[src/rtl/tac_pkg.sv]
package tac_pkg;

    // Bit positions inside the configuration word.
    localparam int CFG_W      = 5;
    localparam int CFG_SHDN   = 0;
    localparam int CFG_INTR   = 1;
    localparam int CFG_POL    = 2;
    localparam int CFG_FQ_LO  = 3;
    localparam int FQ_W       = 2;

    // Reset values for the neighbouring limit registers (0.5 C per LSB).
    localparam logic [8:0] TRIP_RESET = 9'h0A0;
    localparam logic [8:0] HYST_RESET = 9'h096;

    // Widest queue count and the counter width it needs.
    localparam int FQ_MAX = 6;
    localparam int CNT_W  = $clog2(FQ_MAX + 1);

    function automatic logic [CNT_W-1:0] fq_depth(input logic [FQ_W-1:0] code);
        logic [CNT_W-1:0] d;
        case (code)
            2'b00:   d = CNT_W'(1);
            2'b01:   d = CNT_W'(2);
            2'b10:   d = CNT_W'(4);
            default: d = CNT_W'(FQ_MAX);
        endcase
        return d;
    endfunction

    typedef struct packed {
        logic alarm;      // alarm active (polarity-free)
        logic want_trip;  // interrupt mode: next event is the trip crossing
    } alarm_st_t;

    typedef struct packed {
        logic [CNT_W-1:0] cnt;
    } fq_st_t;

endpackage

[src/rtl/tac_compare.sv]
module tac_compare #(
    parameter int TEMP_W = 11,
    parameter int LIM_W  = 9
) (
    input  logic [TEMP_W-1:0] sample,
    input  logic [LIM_W-1:0]  trip_lim,
    input  logic [LIM_W-1:0]  hyst_lim,
    output logic              over_trip,
    output logic              under_hyst
);
    localparam int DROP = TEMP_W - LIM_W;

    logic [LIM_W-1:0] t_top;

    generate
        if (DROP > 0) begin : g_trunc
            assign t_top = sample[TEMP_W-1 -: LIM_W];
        end else begin : g_same
            assign t_top = sample[LIM_W-1:0];
        end
    endgenerate

    always_comb begin
        over_trip  = $signed(t_top) > $signed(trip_lim);
        under_hyst = $signed(t_top) < $signed(hyst_lim);
    end

endmodule

[src/rtl/tac_fault_count.sv]
module tac_fault_count
    import tac_pkg::*;
(
    input  logic            clk,
    input  logic            rst_n,
    input  logic            step,
    input  logic            hit,
    input  logic            flush,
    input  logic [FQ_W-1:0] depth_code,
    output logic            fire
);
    fq_st_t st_q, st_d;

    logic [CNT_W-1:0] depth;
    logic [CNT_W:0]   next_cnt;

    always_comb begin
        depth    = fq_depth(depth_code);
        next_cnt = {1'b0, st_q.cnt} + 1'b1;
        fire     = 1'b0;
        st_d     = st_q;
        if (flush) begin
            st_d.cnt = '0;
        end else if (step) begin
            if (!hit) begin
                st_d.cnt = '0;
            end else if (next_cnt >= {1'b0, depth}) begin
                fire     = 1'b1;
                st_d.cnt = '0;
            end else begin
                st_d.cnt = next_cnt[CNT_W-1:0];
            end
        end
    end

    always_ff @(posedge clk or negedge rst_n) begin
        if (!rst_n) st_q <= '0;
        else        st_q <= st_d;
    end

endmodule

[src/rtl/tac_alarm_state.sv]
module tac_alarm_state
    import tac_pkg::*;
(
    input  logic clk,
    input  logic rst_n,
    input  logic fire,
    input  logic intr_mode,
    input  logic shutdown,
    input  logic reg_read,
    output logic alarm,
    output logic watch_trip
);
    alarm_st_t st_q, st_d;

    always_comb begin
        st_d = st_q;
        if (intr_mode) begin
            if (fire) begin
                st_d.alarm     = 1'b1;
                st_d.want_trip = ~st_q.want_trip;
            end else if (shutdown || reg_read) begin
                st_d.alarm = 1'b0;
            end
        end else if (fire) begin
            st_d.alarm = ~st_q.alarm;
        end
        alarm      = st_q.alarm;
        watch_trip = intr_mode ? st_q.want_trip : ~st_q.alarm;
    end

    always_ff @(posedge clk or negedge rst_n) begin
        if (!rst_n) begin
            st_q.alarm     <= 1'b0;
            st_q.want_trip <= 1'b1;
        end else begin
            st_q <= st_d;
        end
    end

endmodule

[src/rtl/thermal_alarm.sv]
module thermal_alarm
    import tac_pkg::*;
#(
    parameter int TEMP_W = 11,
    parameter int LIM_W  = 9
) (
    input  logic              clk,
    input  logic              rst_n,
    input  logic              sample_valid,
    input  logic [TEMP_W-1:0] sample,
    input  logic [LIM_W-1:0]  trip_lim,
    input  logic [LIM_W-1:0]  hyst_lim,
    input  logic [CFG_W-1:0]  cfg,
    input  logic              reg_read,
    output logic              alarm_pin
);
    logic over_trip, under_hyst;
    logic alarm_act, watch_trip;
    logic step, hit, flush, fire;

    tac_compare #(.TEMP_W(TEMP_W), .LIM_W(LIM_W)) u_cmp (
        .sample     (sample),
        .trip_lim   (trip_lim),
        .hyst_lim   (hyst_lim),
        .over_trip  (over_trip),
        .under_hyst (under_hyst)
    );

    always_comb begin
        flush = cfg[CFG_INTR] & alarm_act;
        step  = sample_valid & ~cfg[CFG_SHDN] & ~flush;
        hit   = watch_trip ? over_trip : under_hyst;
    end

    tac_fault_count u_fq (
        .clk        (clk),
        .rst_n      (rst_n),
        .step       (step),
        .hit        (hit),
        .flush      (flush),
        .depth_code (cfg[CFG_FQ_LO +: FQ_W]),
        .fire       (fire)
    );

    tac_alarm_state u_st (
        .clk        (clk),
        .rst_n      (rst_n),
        .fire       (fire),
        .intr_mode  (cfg[CFG_INTR]),
        .shutdown   (cfg[CFG_SHDN]),
        .reg_read   (reg_read),
        .alarm      (alarm_act),
        .watch_trip (watch_trip)
    );

    assign alarm_pin = cfg[CFG_POL] ? alarm_act : ~alarm_act;

endmodule

[config.mk]
export PLATFORM = sky130hd
export DESIGN_NAME = thermal_alarm
export DESIGN_NICKNAME = d
export VERILOG_FILES = /design/src/rtl/tac_pkg.sv /design/src/rtl/tac_compare.sv /design/src/rtl/tac_fault_count.sv /design/src/rtl/tac_alarm_state.sv /design/src/rtl/thermal_alarm.sv
export SDC_FILE = /design/constraint.sdc
export NUM_CORES = 1
export LEC_CHECK = 0
export ABC_AREA = 1
export BUFFER_PORTS_ARGS = -buffer_cell sky130_fd_sc_hd__buf_2
export CAP_MARGIN = 25
export CORE_MARGIN = 4
export CORE_UTILIZATION = 52
export DETAILED_ROUTE_END_ITERATION = 10
export HOLD_SLACK_MARGIN = 0.12
export PLACE_DENSITY = 0.9
export SETUP_SLACK_MARGIN = 0.2
export SLEW_MARGIN = 20
export SYNTH_ARGS = -nofsm -noshare
export SYNTH_HDL_FRONTEND = slang
export SYNTH_SLANG_ARGS = --single-unit
[constraint.sdc]
create_clock -name clk -period 4.3 [get_ports clk]
set_input_delay 0.645 -clock clk [delete_from_list [all_inputs] [get_ports clk]]
set_output_delay 0.645 -clock clk [all_outputs]
set_load 0.01 [all_outputs]
* Yosys cells after proc, flatten, opt, wreduce, memory -nomap -nowiden *
Index checks and enable logic that the tools add are counted.

word-level totals
  bits in registers = 5
  input port bits = 38
  output and inout bits = 1
  logic and storage cells = 39

operators by class
  add/sub/neg operators = 1
  magnitude comparators = 3
  eq/ne operators = 2
  muxes and demuxes = 16
  bitwise logic cells = 7
  reduce and logical (&&, ||, !) cells = 7

operators with widths
  operator                                                               count
  3-bit 2-to-1 mux                                                       4
  1-bit 2-to-1 mux                                                       11
  9-bit greater-than comparator                                          1
  9-bit less-than comparator                                             1
  3-bit one-hot mux with 3 select lines                                  1
  2-bit nonzero test                                                     3
  3-bit by 1-bit adder with 4-bit output, second input constant          1
  4-bit by 3-bit greater-or-equal comparator with 1-bit output           1
  1-bit inverter                                                         4
  2-bit AND reduction                                                    2
  1-bit bitwise AND                                                      3
  2-bit by 1-bit equality test with 1-bit output, second input constant  1
  2-bit equality test, second input constant                             1
  2-bit zero test                                                        1
  1-bit logical OR                                                       1

* Logic depth before layout (Yosys ltp) *
Gate-level depths: netlist (run 1).

  word-level depth = 9
  mapped depth = 15
  depth with buffers taken out = 15

* Hierarchy *
Synthesis (run 1) repeated with hierarchy kept, for this count alone.

unflattened totals
  cell total of the unflattened synthesis = 159
  area total of the unflattened synthesis = 979.7 um2

by module, submodules not included
  module           instances  cells an instance  area each (um2)  sequential area each (um2)
  tac_compare      1          92                 539.3            0.0
  tac_fault_count  1          42                 290.3            75.1
  tac_alarm_state  1          12                 97.6             51.3
  thermal_alarm    1          13                 52.6             0.0

* Worst setup path before layout (run 1) *
Ideal clock, no wire load.

  kind = input -> register
  from = input trip_lim[8]
  to = register, netlist name u_st.alarm
  setup time = 117 ps
  arrival = 1714 ps
  setup slack = 2469 ps
  stages = 11
  path buffers = 0
  cells stage by stage = inv_1 > ha_1 > a21o_1 > nor2_1 > nand4_1 > nand3_4 > nand2_2 > inv_2 > nand2_1 > nand2_1 > nand2_1

on the way
  longest elaborated chain between the ends = 7
  elaborated cells between the ends (all ways) = 10
  classes of those cells = order compare (1); mux (6); reduce/logical (3)

RTL lines
  item                                                     line                   source
  start: declaration                                       thermal_alarm.sv:11    input logic [LIM_W-1:0] trip_lim,
  9-bit greater-than comparator (*)                        tac_compare.sv:24      over_trip = $signed(t_top) > $signed(trip_lim);
  1-bit 2-to-1 mux (*)                                     thermal_alarm.sv:32    hit = watch_trip ? over_trip : under_hyst;
  1-bit 2-to-1 mux (*)                                     tac_fault_count.sv:25  if (!hit) begin
  1-bit 2-to-1 mux (*)                                     tac_fault_count.sv:24  end else if (step) begin
  1-bit 2-to-1 mux (*)                                     tac_fault_count.sv:22  if (flush) begin
  1-bit 2-to-1 mux or 2-bit nonzero test (tied branches)   --
  1-bit 2-to-1 mux or 2-bit AND reduction (tied branches)  --

Mark *: on every way between the ends. The rest lies on a longest branch, timed or not.
A chain may end at the register's enable or synchronous reset.

* Final worst setup path (run 1) *
  from = register u_fq.st_q[0] in the netlist's numbering
  to = register u_st.st_q[0] in the netlist's numbering

on the way
  longest elaborated chain between the ends = 7

RTL lines
  item                                                          line                   source
  start: declaration                                            tac_fault_count.sv:12  fq_st_t st_q, st_d;
  start signal: assignment                                      tac_fault_count.sv:38  else st_q <= st_d;
  3-bit by 1-bit adder with 4-bit output                        tac_fault_count.sv:19  next_cnt = {1'b0, st_q.cnt} + 1'b1;
  4-bit by 3-bit greater-or-equal comparator with 1-bit output  tac_fault_count.sv:27  end else if (next_cnt >= {1'b0, depth}) begin
  1-bit 2-to-1 mux                                              tac_fault_count.sv:27
  1-bit 2-to-1 mux                                              tac_fault_count.sv:25
  1-bit 2-to-1 mux                                              tac_fault_count.sv:24
  1-bit 2-to-1 mux                                              tac_fault_count.sv:22
  2-bit AND reduction (no line)                                 --
  end signal: assignment                                        tac_alarm_state.sv:36  st_q <= st_d;
  end: declaration                                              tac_alarm_state.sv:13  alarm_st_t st_q, st_d;

No other way between the ends.

==> out/results.tsv, run 1 <==
stage	metric	value	unit
sta	rsz0062_at_grt	false	
detailed_routing	drtIter0Drc	4	
yosys	synth_cell_type_count	23	
sta	report.final.setup_viol	0	
die	die_y	50.88	microns
cts	root_buffer	clkbuf_4	
run_status	status	completed	
power	p_per_area	279.3	nW/um^2
yosys	netlist.area_leader.share	27.49	%
global_routing	grt_pass1_vias	1017	
worst_setup_path	arrival	2100	ps
cts	cts_tree	yes	
worst_setup_path	startpoint	u_fq.st_q[0]$_DFFE_PN0P_	
detailed_routing	num_vias	983	
cts	clk_pin_slew_worst_paths	50	ps
detailed_routing	firstDrtPassIters	2	
final_layout	fin_util	69.13	%
die	die_w	50.88	microns
place	dp_cells	208	
power	p_leak	0.7653	nW
cts	cts_setup_buffers	0	
sta	worst_slew_pin_slew	251.1	ps
worst_setup_path	cp_max_fo	4	
sta	slew_headroom	83.20	%
sta	holdWs	195.2	ps
cts	h-tree-depth	1	
yosys	yosysWarnings	0	
detailed_routing	ant_nets	0	
global_routing	grt-ovfl-total	0	
min_path	holdCritPathClass	in -> async	
final_layout	instances_no_fill	212	
global_routing	track_usage	19.04	%
sta	fin_setup_tns	0	ps
detailed_routing	drt-total-wl	2019	microns
place	place_ws	2240	ps
cts	numCtsBuffers	3	
detailed_routing	drc	0	
power	power	333.4	uW
yosys	synth.avg_cell_area	6.503	sq um
flow_run	drv_cap	0	
worst_setup_path	crit_type	reg -> reg	
worst_setup_path	regToRegSetupSlack	2390	ps
cts	cts_hold_buf	0	
sta	fin_skew	0.9168	ps
cts	ctsResizeCount	0	
global_routing	antenna_found_initial	0	
die	core_area	1727	sq um
place	place.gp.congestion	0.8174	
yosys	yosysSeqAreaShare	13.22	%
global_routing	grt_pass1_wl	3698	microns
final_layout	areaGrowthSynthToFinish	24.87	%
sta	min_period	1909	ps
power	vdd_drop_max	0.1304	mV
detailed_routing	drt-wirelength-per-cell	9.524	microns
place	port_buffers	36	
yosys	syn_area	955.9	sq um
sta	period_share	44.40	%
global_routing	grt_max_degree	6	
yosys	synth_largest_area_cell	ha_1	
sta	fmax	0.5237	GHz
cts	clock_path_buffers	2	
final_layout	diodes	0	
yosys	synth_fp_nets	206	
detailed_routing	drt-vias-per-instance	4.637	
die	start_util	55.36	%
sta	finalWorstSetupSlack	2391	ps
yosys	synthCells	147	
worst_setup_path	r2r-start	u_fq.st_q[0]$_DFFE_PN0P_	
cts	cts_sinks	5	
final_layout	nets	247	
die	die_area	2588	sq um
sta	hold_viol_final	0	
final_layout	drive_above_1_share	27.81	%
die	io_pins	39	
yosys	synth-seq-cells	5	
place	placed_cell_area	1167	sq um
worst_setup_path	cp_data_required_time	4490	ps
final_layout	final_cell_mix	37 x inv_1, 37 x nand2_1, 36 x buf_2	
yosys	synth.area.top_cells	ha_1 27%, inv_1 15%, nand2_1 15%	
worst_setup_path	critPathCaptureType	flip-flop	
cts	insertion_delay	260	ps
place	hpwlAfterDp	1896	microns
final_layout	final_area	1194	sq um
sta	drv_slew	0	
die	rows	15	
worst_setup_path	crit_path_start_kind	flip-flop	
[Yosys cell counts]
master and n:
nor2_1 12, o21ai_1 2, ha_1 21, nand4_1 3
nand3_2 3, xnor2_1 2, a21o_1 1, nand2_1 37
nand3b_1 2, nor3_1 1, mux2i_1 1, inv_1 37
a21oi_2 1, a21oi_1 4, nand2_2 2, o21a_1 2
nand3_4 1, nor2_4 1, inv_2 2, nand3_1 5
dfrtp_1 4, dfstp_2 1, nor2_2 2
[flip-flops by register name, summed over array words and instances (netlist names)]
register / cells
u_fq.st_q: 3
u_st.alarm: 1
u_st.st_q: 1
[critical path, cell delays in order (launching register included)]
cell     delay (ps)
dfrtp_1         420
ha_1            230
xnor2_1         220
inv_1            70
ha_1            280
o21a_1          130
nor2_1           40
nor2_1          210
nand4_1         130
nand2_1          70
nand2_1          50
[area by class of cell]
type                       instances  area, sq um
clock buffer                       4        26.28
fill                             156        533.0
inverter                          39        146.4
multi-input combinational        103        683.2
sequential                         5        126.4
tap                               25        31.28
timing repair buffer              36        180.2
[metal layers]
metal / part of all wire (%) / GRT usage, % / vias to the layer above
met5: 0 / 0 / -
met4: 2.1 / 8.969 / 0
met3: 4.4 / 4.665 / 5
met2: 58 / 38.70 / 19
met1: 36 / 17.14 / 423
li1: - / - / 536
[cells by family (layout without fill, tap and decap cells)]
logic type | count (synthesis) | in the layout | synth area share, %
flops | 5 | 5 | 13.22
buf+inv | 39 | 79 | 15.31
xor+xnor | 2 | 2 | 1.833
simple gates | 69 | 69 | 34.68
fa+ha+maj | 21 | 21 | 27.49
compound gates | 10 | 10 | 6.414
mux | 1 | 1 | 1.047
[worst paths after layout]
path,end,cells past startpoint
max in group asynchronous,u_st.st_q[0]$_DFFE_PN1P_,1
min in group clk,u_st.st_q[0]$_DFFE_PN1P_,2
hold / removal,u_fq.st_q[1]$_DFFE_PN0P_,1
setup / recovery,u_st.st_q[0]$_DFFE_PN1P_,10
hold reg to reg,u_st.st_q[0]$_DFFE_PN1P_,2
setup reg to reg,u_st.st_q[0]$_DFFE_PN1P_,10
[power breakdown]
part	switching (mW)	leakage [nW]	internal, mW	total, mW
Combinational	0.102	0.686	0.0860	0.188
Clock	0.0244	0.0150	0.0354	0.0598
Sequential	0.0173	0.0646	0.0686	0.0859
Total	0.143	0.765	0.190	0.333
No activity file was read; power rests on OpenSTA's default activity.
==> run 2: changes to the inputs <==
CORE_UTILIZATION = 43   (was 52)
PLACE_DENSITY = 0.8   (was 0.9)
clock period = 1.7 ns   (was 4.3 ns; I/O delays follow)
==> out/results.tsv, run 2 (synthesis gave the netlist of run 1 again) <==
stage	metric	value	unit
final_layout	diodes	0	
cts	numCtsBuffers	3	
global_routing	grt_max_degree	6	
place	port_buffers	36	
final_layout	largest_reg_flops	3	
die	die_area	3042	sq um
cts	clk_pin_slew_worst_paths	40	ps
worst_setup_path	crit_path_end	u_st.alarm$_DFFE_PN0P_	
die	core_area	2042	sq um
detailed_routing	drt-vias-per-instance	4.495	
detailed_routing	drt-total-wl	2004	microns
worst_setup_path	startpoint	u_fq.st_q[0]$_DFFE_PN0P_	
sta	holdWs	338.5	ps
place	hpwlAfterDp	1858	microns
cts	cts_setup_buffers	0	
detailed_routing	drtIter0Drc	16	
sta	fin_skew	1.822	ps
final_layout	nets	251	
sta	fin_setup_tns	0	ps
final_layout	fin_util	62.87	%
worst_setup_path	cp_slowest_cell	dfrtp_1	
sta	report.final.setup_viol	0	
die	die_w	55.15	microns
flow_run	drv_cap	0	
worst_setup_path	reg2reg_depth	10	
cts	cts_tree	yes	
worst_setup_path	critPathCaptureType	flip-flop	
final_layout	top_regs	u_fq.st_q: 3 flops, u_st.alarm: 1 flops, u_st.st_q: 1 flops	
cts	cts_sinks	5	
die	io_pins	39	
sta	hold_viol_final	0	
detailed_routing	firstDrtPassIters	4	
sta	drv_slew	0	
die	die_y	55.15	microns
power	internal_power	572.7	uW
detailed_routing	drc	0	
worst_setup_path	path_cells	ha_4 > xnor2_4 > inv_1 > ha_1 > o21a_1 > nor2_1 > nor2_2 > nand2_1 > nand2_1 > nand2_1	
cts	root_buffer	clkbuf_4	
cts	h-tree-depth	1	
min_path	holdCritPathClass	in -> reg	
final_layout	drive_above_1_share	31.41	%
place	dp_cells	213	
power	vdd_drop_max	0.4255	mV
final_layout	top_register	u_fq.st_q	
worst_setup_path	cp_data_required_time	1820	ps
cts	insertion_delay	240	ps
global_routing	grt_pass1_wl	3381	microns
worst_setup_path	r2r-start	u_fq.st_q[0]$_DFFE_PN0P_	
detailed_routing	drt-wirelength-per-cell	9.193	microns
sta	period_share	99.33	%
place	place.gp.congestion	0.7733	
worst_setup_path	r2r_end	u_st.alarm$_DFFE_PN0P_	
power	seqPwrFrac	22.9	%
sta	rsz0062_at_grt	true	
power	switching_power	396.4	uW
die	rows	16	
detailed_routing	num_vias	980	
worst_setup_path	crit_path_start_kind	flip-flop	
worst_setup_path	critPathMaxStageDelay	410	ps
power	switching_share	40.90	%
global_routing	grt-ovfl-total	0	
global_routing	antenna_found_initial	0	
final_layout	areaGrowthSynthToFinish	34.29	%
run_status	status	completed	
worst_setup_path	arrival	1810	ps
worst_setup_path	cp_max_fo	4	
sta	slew_headroom	84.32	%
power	p_per_area	754.9	nW/um^2
final_layout	fill_cells	189	
die	start_util	46.81	%
detailed_routing	ant_nets	0	
power	combPwrFrac	63.0	%
final_layout	final_cell_mix	37 x inv_1, 37 x nand2_1, 36 x buf_2	
worst_setup_path	regToRegSetupSlack	10	ps
worst_setup_path	crit_type	reg -> reg	
sta	min_period	1689	ps
sta	fmax	0.5922	GHz
power	p_clk_share	14.1	%
global_routing	track_usage	15.20	%
sta	worst_slew_pin_slew	234.4	ps
global_routing	grt_pass1_vias	887	
cts	clock_path_buffers	2	
final_layout	instances_no_fill	218	
power	p_leak	0.7868	nW
worst_setup_path	cp_common_cell	nand2_1	
run 2: worst max-delay path, delay by kind of cell, from the launching register on:
kind	cells	cell delay [ps]
AND/OR/NAND/NOR	5	370
XOR/XNOR	1	140
buffers and inverters	1	60
AO/OA/AOI/OAI	1	140
flip-flops	1	410
adder cells (fa/ha/maj)	2	460
run 2: area by class of cell:
cell class,count,area (sq um),area share [%]
inverters,39,146.4,11.40
well taps,27,33.78,2.632
clock buffers,4,26.28,2.047
flip-flops and latches,5,126.4,9.844
repair buffers,40,216.5,16.86
multi-input cells,103,734.5,57.21
run 2: per-stage QoR:
step           power, mW  setup WS (ps)  cell area [sq um]
3_3_place_gp      0.7853         -18.56               1230
2_1_floorplan     0.6331          34.12              993.5
6_report          0.9691          11.47               1284
5_1_grt            1.071         -116.7               1284
4_1_cts           0.9675          1.468               1269
3_5_place_dp      0.8174         -61.68               1230
run 2: how the worst min path moves through the flow:
| stage | start | end | slack (ps) | depth (start not counted) |
|---|---|---|---|---|
| final | cfg[1] | u_st.st_q[0]$_DFFE_PN1P_ | 340 | 4 |
| after detailed placement | rst_n | u_st.alarm$_DFFE_PN0P_ | 70 | 1 |
| after global routing | cfg[1] | u_st.st_q[0]$_DFFE_PN1P_ | 360 | 4 |
| after CTS | cfg[1] | u_st.st_q[0]$_DFFE_PN1P_ | 330 | 4 |
| after floorplan | rst_n | u_fq.st_q[0]$_DFFE_PN0P_ | -40 | 0 |
| after global placement | rst_n | u_fq.st_q[2]$_DFFE_PN0P_ | 70 | 1 |
run 2: repair_timing:
item / in CTS / in global routing
gates resized for setup: 1 / 2
pin swaps: 4 / 2
endpoints found under the hold margin: 5 / 0
hold buffers: 1 / 0
setup endpoints to repair: 5 / 5
run 2: power by group through the flow:
stage	Sequential, mW	Combinational (mW)	Clock, mW
after floorplan	0.219	0.414	0
after global placement	0.218	0.567	0
after detailed placement	0.220	0.597	0
after CTS	0.219	0.605	0.144
after global routing	0.228	0.697	0.146
final	0.222	0.610	0.136
run 2: routing by layer:
metal / up-vias / routed length [microns] / global-route usage (%)
li1: 543 / - / -
met1: 414 / 915 / 18.87
met2: 21 / 960 / 26.38
met3: 2 / 115 / 1.877
met4: 0 / 13 / 6.073
met5: - / 0 / 0
